## config.mk

```make
export PLATFORM = sky130hd
export DESIGN_NAME = sp_packer
export DESIGN_NICKNAME = d
export VERILOG_FILES = /design/src/rtl/sp_pack_pkg.sv /design/src/rtl/sp_align.sv /design/src/rtl/sp_round.sv /design/src/rtl/sp_assemble.sv /design/src/rtl/sp_packer.sv
export SDC_FILE = /design/constraint.sdc
export NUM_CORES = 1
export LEC_CHECK = 0
export BUFFER_PORTS_ARGS = -buffer_cell sky130_fd_sc_hd__buf_2
export CAP_MARGIN = 20
export CORE_MARGIN = 4
export CORE_UTILIZATION = 45
export CTS_CLUSTER_SIZE = 40
export DETAILED_ROUTE_END_ITERATION = 7
export GPL_TIMING_DRIVEN = 0
export PLACE_DENSITY_LB_ADDON = 0.3
export SYNTH_ARGS = -nofsm -noshare
export SYNTH_HDL_FRONTEND = slang
export SYNTH_SLANG_ARGS = --single-unit
```

## constraint.sdc

```tcl
create_clock -name clk_i -period 1 [get_ports clk_i]
set_input_delay 0.1 -clock clk_i [delete_from_list [all_inputs] [get_ports clk_i]]
set_output_delay 0.1 -clock clk_i [all_outputs]
set_load 0.02 [all_outputs]
```

## src/rtl/sp_pack_pkg.sv

```systemverilog
package sp_pack_pkg;
  typedef enum logic [1:0] {
    CLS_ZERO = 2'd0,
    CLS_NUM  = 2'd1,
    CLS_INF  = 2'd2,
    CLS_NAN  = 2'd3
  } val_class_e;

  typedef enum logic [1:0] {
    RM_NEAR_EVEN = 2'd0,
    RM_TO_ZERO   = 2'd1,
    RM_TO_POS    = 2'd2,
    RM_TO_NEG    = 2'd3
  } rnd_mode_e;

  localparam int unsigned FRAC_W = 23;
  localparam int unsigned EXPF_W = 8;
  localparam int unsigned BIAS   = 127;
endpackage

```

## src/rtl/sp_align.sv

```systemverilog
module sp_align #(
  parameter int unsigned MANT_W = 32,
  parameter int unsigned EXP_W  = 10,
  parameter int unsigned FRAC_W = 23,
  parameter int unsigned BIAS   = 127,
  localparam int unsigned KEEP_W = FRAC_W + 3,
  localparam int unsigned BW     = EXP_W + 2
) (
  input  logic signed [EXP_W-1:0]  exp_i,
  input  logic        [MANT_W-1:0] mant_i,
  input  logic                     sticky_i,
  output logic signed [BW-1:0]     biased_o,
  output logic                     tiny_o,
  output logic        [KEEP_W-1:0] keep_o,
  output logic                     sticky_o
);
  localparam int unsigned BASE_SH = MANT_W - KEEP_W;

  logic [BW-1:0]     shamt;
  logic [MANT_W-1:0] lost_mask;

  always_comb begin
    biased_o = {{2{exp_i[EXP_W-1]}}, exp_i} + BW'(BIAS);
    tiny_o   = (biased_o <= 0);
    // subnormal: extra right shift of (1 - biased)
    shamt    = tiny_o ? (BW'(BASE_SH + 1) - biased_o) : BW'(BASE_SH);
    if (shamt >= BW'(MANT_W)) begin
      keep_o    = '0;
      lost_mask = '1;
    end else begin
      keep_o    = KEEP_W'(mant_i >> shamt);
      lost_mask = ~({MANT_W{1'b1}} << shamt);
    end
    sticky_o = sticky_i | (|(mant_i & lost_mask));
  end
endmodule

```

## src/rtl/sp_round.sv

```systemverilog
module sp_round
  import sp_pack_pkg::*;
#(
  parameter int unsigned FRAC_W = 23,
  localparam int unsigned KEEP_W = FRAC_W + 3,
  localparam int unsigned SIG_W  = FRAC_W + 2
) (
  input  logic [KEEP_W-1:0] keep_i,
  input  logic              sticky_i,
  input  logic              sign_i,
  input  logic [1:0]        mode_i,
  output logic [SIG_W-1:0]  sig_o,
  output logic              inexact_o
);
  logic [FRAC_W:0] m;
  logic            g, r, up;

  always_comb begin
    m         = keep_i[KEEP_W-1:2];
    g         = keep_i[1];
    r         = keep_i[0];
    inexact_o = g | r | sticky_i;
    unique case (mode_i)
      RM_NEAR_EVEN: up = g & (r | sticky_i | m[0]);
      RM_TO_ZERO:   up = 1'b0;
      RM_TO_POS:    up = inexact_o & ~sign_i;
      default:      up = inexact_o & sign_i;
    endcase
    sig_o = {1'b0, m} + SIG_W'(up);
  end
endmodule

```

## src/rtl/sp_assemble.sv

```systemverilog
module sp_assemble
  import sp_pack_pkg::*;
#(
  parameter int unsigned FRAC_W = 23,
  parameter int unsigned EXPF_W = 8,
  parameter int unsigned BW     = 12,
  localparam int unsigned WORD_W  = 1 + EXPF_W + FRAC_W,
  localparam int unsigned SIG_W   = FRAC_W + 2,
  localparam int unsigned EXP_MAX = (1 << EXPF_W) - 1
) (
  input  logic [1:0]           class_i,
  input  logic                 sign_i,
  input  logic [FRAC_W-1:0]    nan_frac_i,
  input  logic [1:0]           mode_i,
  input  logic                 uf_trap_en_i,
  input  logic signed [BW-1:0] biased_i,
  input  logic                 tiny_i,
  input  logic [SIG_W-1:0]     sig_i,
  input  logic                 inexact_i,
  output logic [WORD_W-1:0]    word_o,
  output logic                 of_o,
  output logic                 uf_o,
  output logic                 nx_o
);
  localparam logic signed [BW-1:0] EMAX_S = BW'(EXP_MAX);
  localparam logic [EXPF_W-1:0]    E_ONES = '1;
  localparam logic [FRAC_W-1:0]    QUIET  = FRAC_W'(1) << (FRAC_W - 1);

  logic signed [BW-1:0] e_fin;
  logic                 to_inf;

  always_comb begin
    e_fin = biased_i + BW'(sig_i[SIG_W-1]);
    unique case (mode_i)
      RM_NEAR_EVEN: to_inf = 1'b1;
      RM_TO_ZERO:   to_inf = 1'b0;
      RM_TO_POS:    to_inf = ~sign_i;
      default:      to_inf = sign_i;
    endcase

    word_o = {sign_i, {(WORD_W-1){1'b0}}};
    of_o   = 1'b0;
    uf_o   = 1'b0;
    nx_o   = 1'b0;
    unique case (class_i)
      CLS_ZERO: ;
      CLS_INF:  word_o = {sign_i, E_ONES, {FRAC_W{1'b0}}};
      CLS_NAN:  word_o = {sign_i, E_ONES, nan_frac_i | QUIET};
      default: begin
        nx_o = inexact_i;
        if (tiny_i) begin
          if (sig_i[FRAC_W]) begin
            // rounded into the smallest normal
            word_o = {sign_i, EXPF_W'(1), {FRAC_W{1'b0}}};
          end else begin
            word_o = {sign_i, {EXPF_W{1'b0}}, sig_i[FRAC_W-1:0]};
            uf_o   = inexact_i | uf_trap_en_i;
          end
        end else if (e_fin >= EMAX_S) begin
          of_o   = 1'b1;
          nx_o   = 1'b1;
          word_o = to_inf ? {sign_i, E_ONES, {FRAC_W{1'b0}}}
                          : {sign_i, E_ONES - EXPF_W'(1), {FRAC_W{1'b1}}};
        end else begin
          // carry to 2.0 leaves the fraction field zero
          word_o = {sign_i, e_fin[EXPF_W-1:0], sig_i[FRAC_W-1:0]};
        end
      end
    endcase
  end
endmodule

```

## src/rtl/sp_packer.sv

```systemverilog
module sp_packer
  import sp_pack_pkg::*;
#(
  parameter int unsigned MANT_W = 32,
  parameter int unsigned EXP_W  = 10,
  localparam int unsigned WORD_W = 1 + EXPF_W + FRAC_W,
  localparam int unsigned KEEP_W = FRAC_W + 3,
  localparam int unsigned SIG_W  = FRAC_W + 2,
  localparam int unsigned BW     = EXP_W + 2
) (
  input  logic                     clk_i,
  input  logic                     rst_ni,
  input  logic                     valid_i,
  input  logic [1:0]               class_i,
  input  logic                     sign_i,
  input  logic signed [EXP_W-1:0]  exp_i,
  input  logic [MANT_W-1:0]        mant_i,
  input  logic                     sticky_i,
  input  logic [1:0]               rmode_i,
  input  logic                     uf_trap_en_i,
  output logic                     valid_o,
  output logic [WORD_W-1:0]        word_o,
  output logic                     of_o,
  output logic                     uf_o,
  output logic                     nx_o
);
  logic signed [BW-1:0] biased;
  logic                 tiny, sticky_a, inexact;
  logic [KEEP_W-1:0]    keep;
  logic [SIG_W-1:0]     sig;
  logic [WORD_W-1:0]    word_d;
  logic                 of_d, uf_d, nx_d;

  sp_align #(.MANT_W(MANT_W), .EXP_W(EXP_W), .FRAC_W(FRAC_W), .BIAS(BIAS)) u_align (
    .exp_i   (exp_i),
    .mant_i  (mant_i),
    .sticky_i(sticky_i),
    .biased_o(biased),
    .tiny_o  (tiny),
    .keep_o  (keep),
    .sticky_o(sticky_a)
  );

  sp_round #(.FRAC_W(FRAC_W)) u_round (
    .keep_i   (keep),
    .sticky_i (sticky_a),
    .sign_i   (sign_i),
    .mode_i   (rmode_i),
    .sig_o    (sig),
    .inexact_o(inexact)
  );

  sp_assemble #(.FRAC_W(FRAC_W), .EXPF_W(EXPF_W), .BW(BW)) u_assemble (
    .class_i     (class_i),
    .sign_i      (sign_i),
    .nan_frac_i  (mant_i[MANT_W-2 -: FRAC_W]),
    .mode_i      (rmode_i),
    .uf_trap_en_i(uf_trap_en_i),
    .biased_i    (biased),
    .tiny_i      (tiny),
    .sig_i       (sig),
    .inexact_i   (inexact),
    .word_o      (word_d),
    .of_o        (of_d),
    .uf_o        (uf_d),
    .nx_o        (nx_d)
  );

  always_ff @(posedge clk_i or negedge rst_ni) begin
    if (!rst_ni) begin
      valid_o <= 1'b0;
      word_o  <= '0;
      of_o    <= 1'b0;
      uf_o    <= 1'b0;
      nx_o    <= 1'b0;
    end else begin
      valid_o <= valid_i;
      if (valid_i) begin
        word_o <= word_d;
        of_o   <= of_d;
        uf_o   <= uf_d;
        nx_o   <= nx_d;
      end
    end
  end

  p_valid_follow_r12: assert property (@(posedge clk_i) disable iff (!rst_ni)
    valid_i |=> valid_o);
  p_valid_idle_r12: assert property (@(posedge clk_i) disable iff (!rst_ni)
    !valid_i |=> !valid_o);
  p_of_sets_nx_r8: assert property (@(posedge clk_i) disable iff (!rst_ni)
    (valid_o && of_o) |-> nx_o);
  p_of_magnitude_r8: assert property (@(posedge clk_i) disable iff (!rst_ni)
    (valid_o && of_o) |->
      (word_o[WORD_W-2:0] == {{EXPF_W{1'b1}}, {FRAC_W{1'b0}}} ||
       word_o[WORD_W-2:0] == {{(EXPF_W-1){1'b1}}, 1'b0, {FRAC_W{1'b1}}}));
  p_uf_exp_zero_r11: assert property (@(posedge clk_i) disable iff (!rst_ni)
    (valid_o && uf_o) |-> (word_o[WORD_W-2 -: EXPF_W] == '0 && !of_o));
  p_nan_quiet_r3: assert property (@(posedge clk_i) disable iff (!rst_ni)
    (valid_o && word_o[WORD_W-2 -: EXPF_W] == '1 && |word_o[FRAC_W-1:0])
      |-> word_o[FRAC_W-1]);
endmodule

```

Yosys cells after proc, flatten, opt, wreduce, memory -nomap -nowiden
Index checks and enable logic that the tools add are counted.

Bits in registers: 36. Bits of input ports: 52.

Reductions and logical operators: 4. Shift-type cells: 2. $lt $le $gt $ge: 3. Multiplexer cells: 19. $add $sub $neg: 4. Eq/ne operators: 4. Bitwise gates (word level): 12.

Operators by type and width (number): $pmux 31 s3 (1); $mux 31 (2); $mux 24 (2); $and 32x32->32 (1); $mux 32 (1); $not 32->32 (1); $reduce_or 32->1 (1); $shl 32x12->32 const A (1); $shr 32x12->26 (1); $mux 26 (1); $add 24x1->25 (1); $add 11x2->12 (1); $ge 12x6->1 const B (1); $ge 12x9->1 const B (1); $mux 12 (1); $sub 3x12->12 const A (1); $add 10x8->11 const B (1); $le 11x1->1 const B (1); $mux 1 (9); $eq 2x2->1 const B (3); $or 1x1->1 (6); $pmux 1 s3 (2); $logic_not 2->1 (2); $and 1x1->1 (3); 3 further kinds (3).

Longest topological paths before layout
Gate-level depths: netlist (run 1).

Depth in word-level cells: 19. Depth in mapped cells: 46. Depth with buffers taken out: 39.

Modules after synthesis
A second synthesis (run 1) with hierarchy kept.

Cell total of the unflattened synthesis: 723. Area, all modules: 5830.6 um^2.

By module, submodules not included: sp_align (seq. area each 0.0 um^2, times used 1, area an instance 3002.9 um^2, cells an instance 459); sp_packer (seq. area each 900.9 um^2, times used 1, area an instance 1478.9 um^2, cells an instance 75); sp_assemble (seq. area each 0.0 um^2, times used 1, area an instance 803.3 um^2, cells an instance 113); sp_round (seq. area each 0.0 um^2, times used 1, area an instance 545.5 um^2, cells an instance 76).

Worst setup path before layout (run 1)
No wires, ideal clock.

Kind: input -> register. Start point: input port exp_i[0]. End point: register word_o[21]. Buffers on the path: 8. Required time: 927 ps. Library setup time: 73 ps. Stages on the path: 41. Arrival time: 8326 ps. Path slack: -7399 ps. Cells stage by stage: clkbuf_1 -> inv_1 -> clkbuf_1 -> ha_1 -> buf_4 -> or3b_2 -> or4_1 -> nand3_1 -> and4_1 -> clkbuf_1 -> a211oi_1 -> buf_2 -> buf_6 -> a21oi_2 -> clkbuf_1 -> o21ai_0 -> o2111ai_1 -> a21oi_1 -> (+5 left out) -> ha_1 -> nand3_2 -> nor3b_1 -> nand2_1 -> nor4_1 -> ha_1 -> nor3b_1 -> nand2_1 -> nor3_1 -> xnor2_1 -> nand3_1 -> a21o_1 -> or3_1 -> o21ai_1 -> clkbuf_1 -> a21oi_1 -> a31o_2 -> a21oi_2.

Longest elaborated chain between the ends: 19. Elaborated cells on any way between the ends: 28.

Ends and longest elaborated chain: start, declared (line sp_packer.sv:16) `input logic signed [EXP_W-1:0] exp_i,`; $add 10x8->11 (*) (line sp_align.sv:23) `biased_o = {{2{exp_i[EXP_W-1]}}, exp_i} + BW'(BIAS);`; $sub 3x12->12 or $le 11x1->1 (tied branches) (line sp_align.sv:26, sp_align.sv:24); $mux 12 (line sp_align.sv:26) `shamt = tiny_o ? (BW'(BASE_SH + 1) - biased_o) : BW'(BASE_SH);`; $shl 32x12->32 (line sp_align.sv:32) `lost_mask = ~({MANT_W{1'b1}} << shamt);`; $not 32->32 (line sp_align.sv:32); $mux 32 (line sp_align.sv:27) `if (shamt >= BW'(MANT_W)) begin`; $and 32x32->32 (line sp_align.sv:34) `sticky_o = sticky_i | (|(mant_i & lost_mask));`; $reduce_or 32->1 (line sp_align.sv:34); (+3 left out); $and 1x1->1 (line sp_round.sv:24) `RM_NEAR_EVEN: up = g & (r | sticky_i | m[0]);`; $pmux 1 s3 (line sp_round.sv:23) `unique case (mode_i)`; $add 24x1->25 (line sp_round.sv:29) `sig_o = {1'b0, m} + SIG_W'(up);`; $add 11x2->12 (line sp_assemble.sv:33) `e_fin = biased_i + BW'(sig_i[SIG_W-1]);`; $ge 12x9->1 (line sp_assemble.sv:59) `end else if (e_fin >= EMAX_S) begin`; $mux 31 (line sp_assemble.sv:59); $mux 31 (*) (line sp_assemble.sv:51) `if (tiny_i) begin`; $pmux 31 s3 (*) (line sp_assemble.sv:45) `unique case (class_i)`; end signal, assigned (line sp_packer.sv:79) `word_o <= word_d;`; end, declared (line sp_packer.sv:22) `output logic [WORD_W-1:0] word_o,`.

Every way passes the cells marked *; elsewhere a longest branch is shown, timed or not. A chain may end at the register's enable or synchronous reset.

Worst setup path after layout (run 1)
Start point: input port exp_i[0]. End point: register word_o[16].

Same word-level chain as after synthesis.

==> impl_summary.txt, run 1 <==
----------------------------------------------------
[Logic synthesis]
  Share of synthesized area spent on multiplexers ... 0.04147
  Number of unique standard cell types used by synthesis ... 98
  Sequential area share after synthesis ... 0.1449
  Complex-gate fraction of the synthesized area ... 0.4138
  Total standard cell area after synthesis ... 6216 µm²
  Count of flip-flops with a built-in enable after synthesis ... 0
  Dominant combinational cell family by area after synthesis ... compound AO/OA/AOI/OAI gates
  Average instance area after synthesis ... 7.056 µm²
  Yosys Warn Count ... 0
  Post-synthesis adder-cell area fraction ... 0.01812
  Post-synthesis async set-or-reset flop share ... 1.000
  Most used flip-flop cell after synthesis ... dfrtp_1
  Fraction of the mapped netlist area in simple logic gates ... 0.2890
  Post-synth net total ... 942
  XOR/XNOR Fraction of Synth Area ... 0.03523
  Count of state elements after synthesis ... 36
  Post-synthesis cell count ... 881

[Critical path]
  Type of the setup path with the least slack ... input port to flop
  Slowest Stage Delay on Critical Path ... 0.47 ns
  Count of buffering cells on the critical path with inverters included ... 9
  Crit path max fanout ... 10
  Worst endpoint data arrival time ... 8.28 ns
  Reg2reg end ... uf_o
  Worst endpoint required time ... 1.22 ns
  Kind of end point of the critical path ... flop
  Number of cell instances on the worst register-to-register path ... 2
  Library cell contributing the largest single delay on the critical path ... or4_4
  Reg2Reg Launch Point ... uf_o
  Most Frequent Cell on Critical Path ... ha_4
  Slack of the worst reg-to-reg path ... 0.13 ns
  Critical Path Start Type ... input port
  Crit-path leading delay family ... compound AO/OA/AOI/OAI gates

[CTS]
  Maximum level of the CTS H-tree ... 2
  Total CTS buffers ... 5
  Insertion delay of the later-clocked pin in the worst-skew pair ... 0.29 ns
  Total number of clock tree sinks ... 36
  Max clock buf depth ... 2
  Hold Buf Count CTS ... 1
  Clock transition at the registers of the reported paths ... 0.06 ns
  Clock tree from TritonCTS ... done
  Clk Tree Root Cell ... clkbuf_16

[Route]
  Residual DRC count ... 0
  Vias ... 9109
  Routed Wire Length ... 36120 µm
  Post-detailed-route wirelength per cell ... 29.15 µm
  Detail-routed via count per cell ... 7.352
  Remaining antenna violation count after routing ... 0
  Iteration-0 DRC count of the detailed router ... 1522
  First drt pass iteration count ... 7

[Power and ir drop]
  Pwr per Cell Area ... 950.1 nW/µm²
  Worst voltage drop across the vdd grid ... 0.6120 mV
  Static Leakage ... 0.003548 µW
  Power consumption ... 8460 µW

[Placement]
  Detailed placement HPWL ... 24580 µm
  Placed cell areas ... 7172 µm²
  Placed instance count ... 1142
  Placer Congestion ... 1.088
  Number of input and output port buffers inserted ... 83

[Timing]
  Final number of max-transition violations ... 0
  Post-route worst hold slack ... -0.07204 ns
  Slew margin rel. ... 0.1789
  Max Freq ... 124.1 MHz
  Sum Neg Setup Slack ... -231.95 ns
  Layout Skew ... 0 ns
  Final setup violation count ... 34
  Post-route clock period utilization ... 8.060
  Minimum clock period after layout ... 8.060 ns
  Least setup slack across all paths after layout ... -7.060 ns
  Final Hold Vio Count ... 36
  Setup repair after global routing missed its margin ... true
  Slew at the pin closest to its max-slew limit ... 1.224 ns

[Floorplanning]
  CORE AREA ... 13400 µm²
  Die Wd ... 125.5 µm
  Die height ... 125.5 µm
  Number of I/O pins ... 88
  Total Die Area ... 15760 µm²
  Starting utilization of the core area ... 0.4639
  Site row count ... 42

[Job]
  Number of max-cap violations ... 0

[Layout]
  Number of nets in the layout ... 1123
  Final instance area ... 8905 µm²
  Layout cell share with drive strength beyond 1 ... 0.3650
  Post-route insts no fill ... 1239
  Area Overhead vs Synth ... 43.26%
  Total of fill cells in the finished design ... 1112
  Diodes inserted ... 0

[Status]
  Violations in the final reports ... negative hold slack, negative setup slack
  Result of the run ... complete, but fails checks

[Global route]
  Global-route usage over all layers ... 0.4208
  Initial antenna violation count ... 0
  First-pass GRT wire length ... 51910 µm
  GRT overflow ... 0
  Maximum number of pins on one net before global-route repair ... 37
  Vias in the first global route ... 8311

[Worst hold path]
  Type of the most critical hold path ... input port to async pin

----------------------------------------------------
==> metrics by stage <==
stage               utilization  hold slack, ns  worst slack (ns)
global placement         0.5341          0.2188            -8.351
finish                   0.6645        -0.07204            -7.060
CTS                      0.6292        -0.06182            -6.578
detailed placement       0.5352          0.2220            -8.283
floorplan                     -         -0.1956            -6.371
global route             0.6645       -0.008593            -7.230
==> sequential cells by signal, summed over array words and instances, names as in the netlist <==
name / cells
nx_o: 1
of_o: 1
uf_o: 1
valid_o: 1
word_o: 32
==> metal layers <==
metal / share of wire / up-vias / track usage
met4: 0.074 / 0 / 0.2073
li1: - / 3744 / -
met2: 0.43 / 889 / 0.6432
met1: 0.37 / 4252 / 0.5455
met5: 0 / - / 0
met3: 0.13 / 224 / 0.1168
==> area by class of cell <==
class | instances | area (µm²) | area share
plain buffers | 62 | 430.4 | 0.04833
clock buffers | 7 | 142.6 | 0.01602
clock inverters | 1 | 7.507 | 0.0008431
inverters | 16 | 77.57 | 0.008712
multi-input cells | 766 | 5937 | 0.6667
flip-flops and latches | 36 | 900.9 | 0.1012
well taps | 176 | 220.2 | 0.02473
repair buffers | 175 | 1189 | 0.1335
==> Yosys cell counts, types with 8 or more instances <==
| cell type | count | share of area |
|---|---|---|
| nor4_1 | 14 | 0.014 |
| a211oi_1 | 12 | 0.014 |
| mux2i_1 | 16 | 0.026 |
| a21oi_1 | 91 | 0.073 |
| nand2_1 | 92 | 0.056 |
| a22o_1 | 11 | 0.015 |
| clkbuf_1 | 40 | 0.024 |
| o21ai_0 | 64 | 0.052 |
| a22oi_1 | 10 | 0.012 |
| a21o_1 | 13 | 0.016 |
| nand2b_1 | 10 | 0.010 |
| a211o_1 | 8 | 0.011 |
| dfrtp_1 | 36 | 0.14 |
| nor2_1 | 92 | 0.056 |
| a21oi_2 | 10 | 0.014 |
| o31ai_1 | 9 | 0.011 |
| nor2b_1 | 19 | 0.019 |
| nand4_1 | 11 | 0.011 |
| ha_1 | 9 | 0.018 |
| o211ai_1 | 8 | 0.0097 |
| and2_1 | 10 | 0.010 |
| nor3_1 | 15 | 0.012 |
| inv_1 | 15 | 0.0091 |
| and3_1 | 19 | 0.019 |
| a31oi_1 | 15 | 0.015 |
| buf_2 | 9 | 0.0072 |
| nand3_1 | 29 | 0.023 |
| xnor2_1 | 18 | 0.025 |
==> worst reg2reg max path, delay by kind of cell (launching register included) <==
family | cells | cell delay, ns
AO/OA/AOI/OAI | 1 | 0.20
flip-flops | 1 | 0.41
AND/OR/NAND/NOR | 1 | 0.15
==> where the power goes <==
part / switching [µW] / internal, µW
Combinational: 3290 / 1790
Clock: 672 / 994
Sequential: 104 / 1620
Total: 4060 / 4400
==> how the worst max path moves through the flow <==
stage             start          to  slack [ns]  cells past startpoint
2_1_floorplan  exp_i[0]  word_o[21]       -6.37                     39
3_3_place_gp   exp_i[0]  word_o[21]       -8.35                     41
3_5_place_dp   exp_i[0]  word_o[12]       -8.28                     39
4_1_cts        exp_i[0]  word_o[13]       -6.58                     42
5_1_grt        exp_i[0]  word_o[18]       -7.23                     40
6_report       exp_i[0]  word_o[16]       -7.06                     41
==> logic make-up after synthesis <==
family | Yosys count
XOR/XNOR | 25
buffers and inverters | 79
multiplexers | 23
adder cells (fa/ha/maj) | 9
AO/OA/AOI/OAI | 356
AND/OR/NAND/NOR | 353
flip-flops | 36
==> timing repair <==
item                                    in CTS  in global routing
cloned                                       2                  0
pin swaps                                   67                 45
endpoints found under the setup margin      34                 34
hold endpoints to repair                    37                 36
resized for setup                          131                 78
setup buffers                               74                 27
==> cell usage in the layout, fill, tap and decap left out, types with 10 or more instances in the layout <==
cell type / netlist / routed
mux2i_1: 16 / 15
a21oi_2: 10 / 19
a22o_1: 11 / 10
buf_4: 1 / 83
nand3_1: 29 / 28
buf_6: 6 / 17
nand2_1: 92 / 83
xnor2_1: 18 / 10
nor2b_1: 19 / 19
and3_1: 19 / 18
a21oi_4: 0 / 10
a21oi_1: 91 / 72
nand4_1: 11 / 11
a31oi_1: 15 / 14
o21ai_0: 64 / 46
clkbuf_1: 40 / 24
dfrtp_1: 36 / 36
clkbuf_2: 0 / 10
o21ai_1: 4 / 14
buf_2: 9 / 83
nor2_1: 92 / 83
inv_1: 15 / 12
nor3_1: 15 / 11
a21o_1: 13 / 12
Note: power is estimated with default switching activity, not from simulation.
==> run 2, diff against run 1 <==
--- a/config.mk
+++ b/config.mk
@@ -12,6 +12,7 @@
 export CTS_CLUSTER_SIZE = 40
 export DETAILED_ROUTE_END_ITERATION = 7
 export GPL_TIMING_DRIVEN = 0
+export MAX_ROUTING_LAYER = met4
 export PLACE_DENSITY_LB_ADDON = 0.3
 export SYNTH_ARGS = -nofsm -noshare
 export SYNTH_HDL_FRONTEND = slang
==> constraint.sdc (replaced) <==
create_clock -name clk_i -period 9.8 [get_ports clk_i]
set_input_delay 0.98 -clock clk_i [delete_from_list [all_inputs] [get_ports clk_i]]
set_output_delay 0.98 -clock clk_i [all_outputs]
set_load 0.02 [all_outputs]
==> run 2 against run 1 <==
The run now ends clean. Clock power shrank 89%. Clock skew did not move. Flip-flop and latch count unchanged. Power decreased by 91%.
==> impl_summary.txt, run 2 (synthesis gave the netlist of run 1 again) <==
----------------------------------------------------
[Timing]
  Least setup slack across all paths after layout ... 0.2319 ns
  Post-route clock period utilization ... 0.9763
  Max Freq ... 104.5 MHz
  Slew margin rel. ... 0.2449
  Final number of max-transition violations ... 0
  Slew at the pin closest to its max-slew limit ... 1.128 ns
  Layout Skew ... 0 ns
  Minimum clock period after layout ... 9.568 ns
  Final Hold Vio Count ... 0
  Final setup violation count ... 0
  Post-route worst hold slack ... 0.4928 ns

[Layout]
  Layout cell share with drive strength beyond 1 ... 0.2307
  Leading cell types in the layout, fill and taps excluded ... nand2_1, buf_2, a21oi_1
  Most common cell after layout, fill and taps aside ... nand2_1
  Post-route insts no fill ... 1161
  Number of nets in the layout ... 1044
  Register ranked first by flip-flop count ... word_o
  Flip-flop count of the largest register, all copies and words added ... 32
  Layout Utilization ... 0.5584
  Area Overhead vs Synth ... 20.37%
  Total of fill cells in the finished design ... 1381

[Floorplanning]
  Number of I/O pins ... 88
  Die Wd ... 125.5 µm
  Starting utilization of the core area ... 0.4639
  CORE AREA ... 13400 µm²
  Site row count ... 42
  Die height ... 125.5 µm
  Total Die Area ... 15760 µm²

[Critical path]
  Type of the setup path with the least slack ... input port to flop
  Reg2reg end ... word_o[16]
  Number of cell instances on the worst register-to-register path ... 3
  Slack of the worst reg-to-reg path ... 8.97 ns
  Worst endpoint required time ... 10.02 ns
  Worst endpoint data arrival time ... 9.78 ns
  Critical Path Start Type ... input port
  Slowest Stage Delay on Critical Path ... 0.63 ns
  Kind of end point of the critical path ... flop
  Count of buffering cells on the critical path with inverters included ... 7
  Crit path max fanout ... 11
  Reg2Reg Launch Point ... word_o[16]
  Crit-path leading delay family ... compound AO/OA/AOI/OAI gates
  Library cell contributing the largest single delay on the critical path ... o21ai_0

[Placement]
  Placer Congestion ... 1.111
  Minimum setup slack after placement ... -2.434 ns
  Placed instance count ... 1142
  Detailed placement HPWL ... 24370 µm
  Number of input and output port buffers inserted ... 83

[CTS]
  Max clock buf depth ... 2
  Insertion delay of the later-clocked pin in the worst-skew pair ... 0.28 ns
  Clock tree from TritonCTS ... done
  Total CTS buffers ... 5
  Clock transition at the registers of the reported paths ... 0.06 ns
  Hold Buf Count CTS ... 0
  Maximum level of the CTS H-tree ... 2
  Total number of clock tree sinks ... 36
  Clk Tree Root Cell ... clkbuf_16

[Route]
  Post-detailed-route wirelength per cell ... 27.54 µm
  Vias ... 8313
  Iteration-0 DRC count of the detailed router ... 1081
  Remaining antenna violation count after routing ... 0
  Routed Wire Length ... 31970 µm
  Detail-routed via count per cell ... 7.160
  First drt pass iteration count ... 5
  Residual DRC count ... 0

[Global route]
  Global-route usage over all layers ... 0.3981
  Vias in the first global route ... 7684
  GRT overflow ... 0
  Initial antenna violation count ... 1
  Maximum number of pins on one net before global-route repair ... 37
  First-pass GRT wire length ... 47530 µm

[Worst hold path]
  Startpoint of the tightest hold check path ... word_o[11]
  Type of the most critical hold path ... flop to flop
  Hold Crit Depth ... 2
  Hold worst-path end ... word_o[11]

[Status]
  Result of the run ... complete, no violations

[Power and ir drop]
  Pwr per Cell Area ... 104.9 nW/µm²
  Power consumption ... 785.1 µW
  Worst voltage drop across the vdd grid ... 0.06129 mV
  Static Leakage ... 0.002969 µW

[Job]
  Number of max-cap violations ... 0

----------------------------------------------------
==> run 2: cell count changes in the layout (fill, tap and decap cells not counted), moves of 6 or more <==
cell	delta
o21ai_1	-12
nand2_2	-9
a21oi_1	+18
buf_8	-6
o21ai_0	+18
nand2_1	+9
a21oi_2	-9
buf_6	-9
nor2_1	+6
buf_2	+7
a21oi_4	-9
nor2_4	-6
buf_4	-66
==> run 2: report_power, final <==
group	total [µW]	switching, µW	internal (µW)
logic	430	294	136
registers	174	8.52	165
clock network	182	62.1	120
==> run 2: worst min-delay path, stage by stage (launching register included) <==
cell and delay, ns:
dfrtp_1 0.34, nand2_1 0.07, o221ai_2 0.05
==> run 2: metrics by stage <==
step	TNS [ns]	area (µm²)
final	0	7482
after global routing	-0.3238	7482
after CTS	0	7337
after detailed placement	-55.81	6867
after global placement	-56.59	6852
after floorplan	0	6216
==> run 2: worst max-delay path by stage <==
stage                             to  cells after the start  slack (ns)      from
after CTS                 word_o[12]                     45        0.04  exp_i[0]
after global routing      word_o[13]                     40       -0.07  exp_i[0]
after global placement    word_o[21]                     40       -2.45  exp_i[0]
after detailed placement  word_o[21]                     42       -2.43  exp_i[0]
after floorplan           word_o[21]                     41        0.52  exp_i[0]
final                     word_o[16]                     39        0.23  exp_i[0]
==> run 2: per-layer routing <==
layer / GRT usage / up-vias / part of all wire
li1: - / 3588 / -
met1: 0.5195 / 3906 / 0.39
met2: 0.5699 / 646 / 0.42
met3: 0.1023 / 173 / 0.12
met4: 0.1958 / 0 / 0.065
met5: - / - / 0
==> run 2: timing repair <==
| action | CTS | global route |
|---|---|---|
| pin swaps | 5 | 8 |
| resized for setup | 49 | 37 |
| endpoints found under the setup margin | 33 | 30 |
| buffers inserted | 10 | 1 |
==> run 2: cell type report <==
cell class,instances,area (µm²),area share
clock buffers,6,128.9,0.01722
repair buffers,97,518.0,0.06923
multi-input cells,766,5274,0.7048
clock inverters,2,35.03,0.004682
plain buffers,61,341.6,0.04565
well taps,176,220.2,0.02943
diodes,1,2.502,0.0003344
inverters,16,61.31,0.008194
flip-flops and latches,36,900.9,0.1204
==> run 3, diff against run 2 <==
--- a/config.mk
+++ b/config.mk
@@ -5,6 +5,7 @@
 export SDC_FILE = /design/constraint.sdc
 export NUM_CORES = 1
 export LEC_CHECK = 0
+export ABC_AREA = 1
 export BUFFER_PORTS_ARGS = -buffer_cell sky130_fd_sc_hd__buf_2
 export CAP_MARGIN = 20
 export CORE_MARGIN = 4
@@ -14,6 +15,7 @@
 export GPL_TIMING_DRIVEN = 0
 export MAX_ROUTING_LAYER = met4
 export PLACE_DENSITY_LB_ADDON = 0.3
+export SLEW_MARGIN = 15
 export SYNTH_ARGS = -nofsm -noshare
 export SYNTH_HDL_FRONTEND = slang
 export SYNTH_SLANG_ARGS = --single-unit
==> run 3 against run 2 <==
Area after synthesis shrank 7.1%. Final area shrank 11%. Highest routed layer unchanged. Synthesized cell count grew 15%. Die area shrank 6.6%. Clock power grew 7%. Via count shrank 9.6%. Utilization shrank 3.3 points. Maximum frequency grew 6.4%. Worst setup slack gained 0.57 ns. Hold slack lost 0.021 ns.
==> impl_summary.txt, run 3 <==
----------------------------------------------------
[Layout]
  Number of nets in the layout ... 1165
  Layout cell share with drive strength beyond 1 ... 0.1801
  Diodes inserted ... 0
  Flip-flop count of the largest register, all copies and words added ... 32
  Most common cell after layout, fill and taps aside ... nand3_1
  Final instance area ... 6624 µm²
  Leading cell types in the layout, fill and taps excluded ... nand3_1, nand2_1, buf_2
  Area Overhead vs Synth ... 14.66%
  Register ranked first by flip-flop count ... word_o

[Route]
  Vias ... 7519
  First drt pass iteration count ... 5
  Detail-routed via count per cell ... 5.888
  Iteration-0 DRC count of the detailed router ... 778
  Remaining antenna violation count after routing ... 0
  Routed Wire Length ... 24080 µm
  Post-detailed-route wirelength per cell ... 18.86 µm
  Residual DRC count ... 0

[Logic synthesis]
  Cell type contributing the most total cell area after synthesis ... nand3_1
  Dominant cell by count in the synthesized netlist ... nand3_1
  Most used flip-flop cell after synthesis ... dfrtp_1
  Proportion of netlist area held by the largest area contributor ... 0.2374
  Count of state elements after synthesis ... 36
  Commonest cells in the netlist ... nand3_1, nand2_1, inv_1
  Post-synthesis cell count ... 1010
  Yosys Warn Count ... 0
  Top area cells in the synthesized netlist ... nand3_1, nand2_1, dfrtp_1
  Sequential area share after synthesis ... 0.1559
  Number of unique standard cell types used by synthesis ... 54
  Post-synth net total ... 1071
  Total standard cell area after synthesis ... 5777 µm²
  Average instance area after synthesis ... 5.720 µm²
  Post-synthesis async set-or-reset flop share ... 1.000
  Count of flip-flops with a built-in enable after synthesis ... 0

[CTS]
  Clock transition at the registers of the reported paths ... 0.05 ns
  Maximum level of the CTS H-tree ... 2
  Max clock buf depth ... 2
  Hold Buf Count CTS ... 0
  Total CTS buffers ... 5
  Total number of clock tree sinks ... 36
  Insertion delay of the later-clocked pin in the worst-skew pair ... 0.28 ns
  Clock tree from TritonCTS ... done
  Post_cts resized ... 0
  Clk Tree Root Cell ... clkbuf_16
  Number of buffers added for setup after CTS ... 0

[Timing]
  Post-route clock period utilization ... 0.9177
  Final setup violation count ... 0
  Slew at the pin closest to its max-slew limit ... 0.8001 ns
  Minimum clock period after layout ... 8.993 ns
  Slew margin rel. ... 0.4666
  Final Hold Vio Count ... 0
  Layout Skew ... 0 ns
  Setup repair after global routing missed its margin ... false
  Sum Neg Setup Slack ... 0 ns
  Final number of max-transition violations ... 0
  Max Freq ... 111.2 MHz

[Global route]
  Initial antenna violation count ... 0
  Maximum number of pins on one net before global-route repair ... 37
  Vias in the first global route ... 6824
  Global-route usage over all layers ... 0.3302
  First-pass GRT wire length ... 37170 µm
  GRT overflow ... 0

[Critical path]
  Kind of end point of the critical path ... flop
  Worst endpoint data arrival time ... 9.20 ns
  Crit path max fanout ... 10
  Type of the setup path with the least slack ... input port to flop
  Number of cell instances on the worst register-to-register path ... 3
  Most Frequent Cell on Critical Path ... nand2_1
  Worst endpoint required time ... 10.01 ns
  Critical Path Start Type ... input port
  Slack of the worst reg-to-reg path ... 8.90 ns
  Slowest Stage Delay on Critical Path ... 0.31 ns
  Library cell contributing the largest single delay on the critical path ... ha_2

[Floorplanning]
  Die height ... 121.3 µm
  Die Wd ... 121.3 µm
  Number of I/O pins ... 88
  Starting utilization of the core area ... 0.4578
  CORE AREA ... 12620 µm²
  Total Die Area ... 14710 µm²
  Site row count ... 41

[Job]
  Number of max-cap violations ... 0

[Placement]
  Detailed placement HPWL ... 19490 µm
  Number of input and output port buffers inserted ... 87
  Placed cell areas ... 6427 µm²
  Placer Congestion ... 1.056

[Power and ir drop]
  Switching power ... 342.1 µW
  Pwr per Cell Area ... 114.0 nW/µm²
  Worst voltage drop across the vdd grid ... 0.06667 mV
  Combinational share of power ... 0.513
  Internal power consumption ... 412.9 µW
  Switching share of power ... 0.4531
  Static Leakage ... 0.003377 µW
  Reg power frac ... 0.229
  Clk pwr share ... 0.258

[Status]
  Result of the run ... complete, no violations

[Worst hold path]
  Type of the most critical hold path ... flop to flop
  Hold Crit Depth ... 2

----------------------------------------------------
-- run 3: changes by cell type in the layout (fill, tap and decap cells not counted), moves of 20 or more --
cell     before  now
a21oi_1      90   30
buf_2        90  110
inv_1        14   84
nand2_1      92  249
nand3_1      28  274
o21ai_0      64   28
-- run 3: power by group through the flow --
stage	Combinational (µW)	Clock (µW)	Sequential [µW]
global route	419	202	175
global placement	375	0	175
detailed placement	374	0	175
CTS	376	194	173
floorplan	231	0	194
finish	387	195	173
-- run 3: cell families (layout without fill, tap and decap cells) --
family,count (synthesis),count (layout),share of synthesized area
buf+inv,151,246,0.1152
fa+ha+maj,9,9,0.01949
simple gates,680,680,0.5590
xor+xnor,19,19,0.02881
mux,1,1,0.001733
flops,36,36,0.1559
compound gates,114,114,0.1198
-- run 3: final cells by class --
class                           count  area, µm²
Multi-Input combinational cell    823       4219
Clock buffer                        7      152.6
Buffer                             46      269.0
Clock inverter                      1      30.03
Sequential cell                    36      900.9
Timing Repair Buffer               87      435.4
Fill cell                        1404       5996
Inverter                          105      401.6
Tap cell                          172      215.2
-- run 3: worst paths after layout --
| check | to | from |
|---|---|---|
| hold / removal | of_o | of_o |
| setup reg to reg | word_o[9] | word_o[9] |
| setup / recovery | word_o[14] | exp_i[0] |
| hold reg to reg | of_o | of_o |
| max in group asynchronous | word_o[16] | rst_ni |
| min in group asynchronous | word_o[27] | rst_ni |
-- run 3: per-layer routing --
metal	up-vias	share of wire	global-route usage
met2	459	0.43	0.4995
li1	3596	-	-
met4	0	0.051	0.1520
met5	-	0	-
met1	3373	0.42	0.4321
met3	91	0.096	0.05501
-- run 3: critical path, delay by kind of cell --
| kind | cells | cell delay [ns] |
|---|---|---|
| AOI/OAI and AO/OA | 5 | 0.64 |
| xor gates and xnor gates | 1 | 0.18 |
| adders and majority gates | 6 | 1.44 |
| buffers and inverters | 13 | 1.94 |
| and+or+nand+nor | 33 | 3.99 |
-- run 3: stage by stage --
stage / hold slack (ns) / setup WS (ns) / util / instances / total power [µW]
floorplan: 0.5900 / 2.553 / - / 1010 / 425.1
global placement: 0.4586 / 0.3424 / 0.5093 / 1269 / 550.5
detailed placement: 0.4637 / 0.3182 / 0.5093 / 1269 / 549.8
CTS: 0.4782 / 0.5606 / 0.5238 / 1277 / 742.6
global route: 0.4986 / 0.1016 / 0.5249 / 1277 / 796.4
finish: 0.4718 / 0.8069 / 0.5249 / 1277 / 755.1
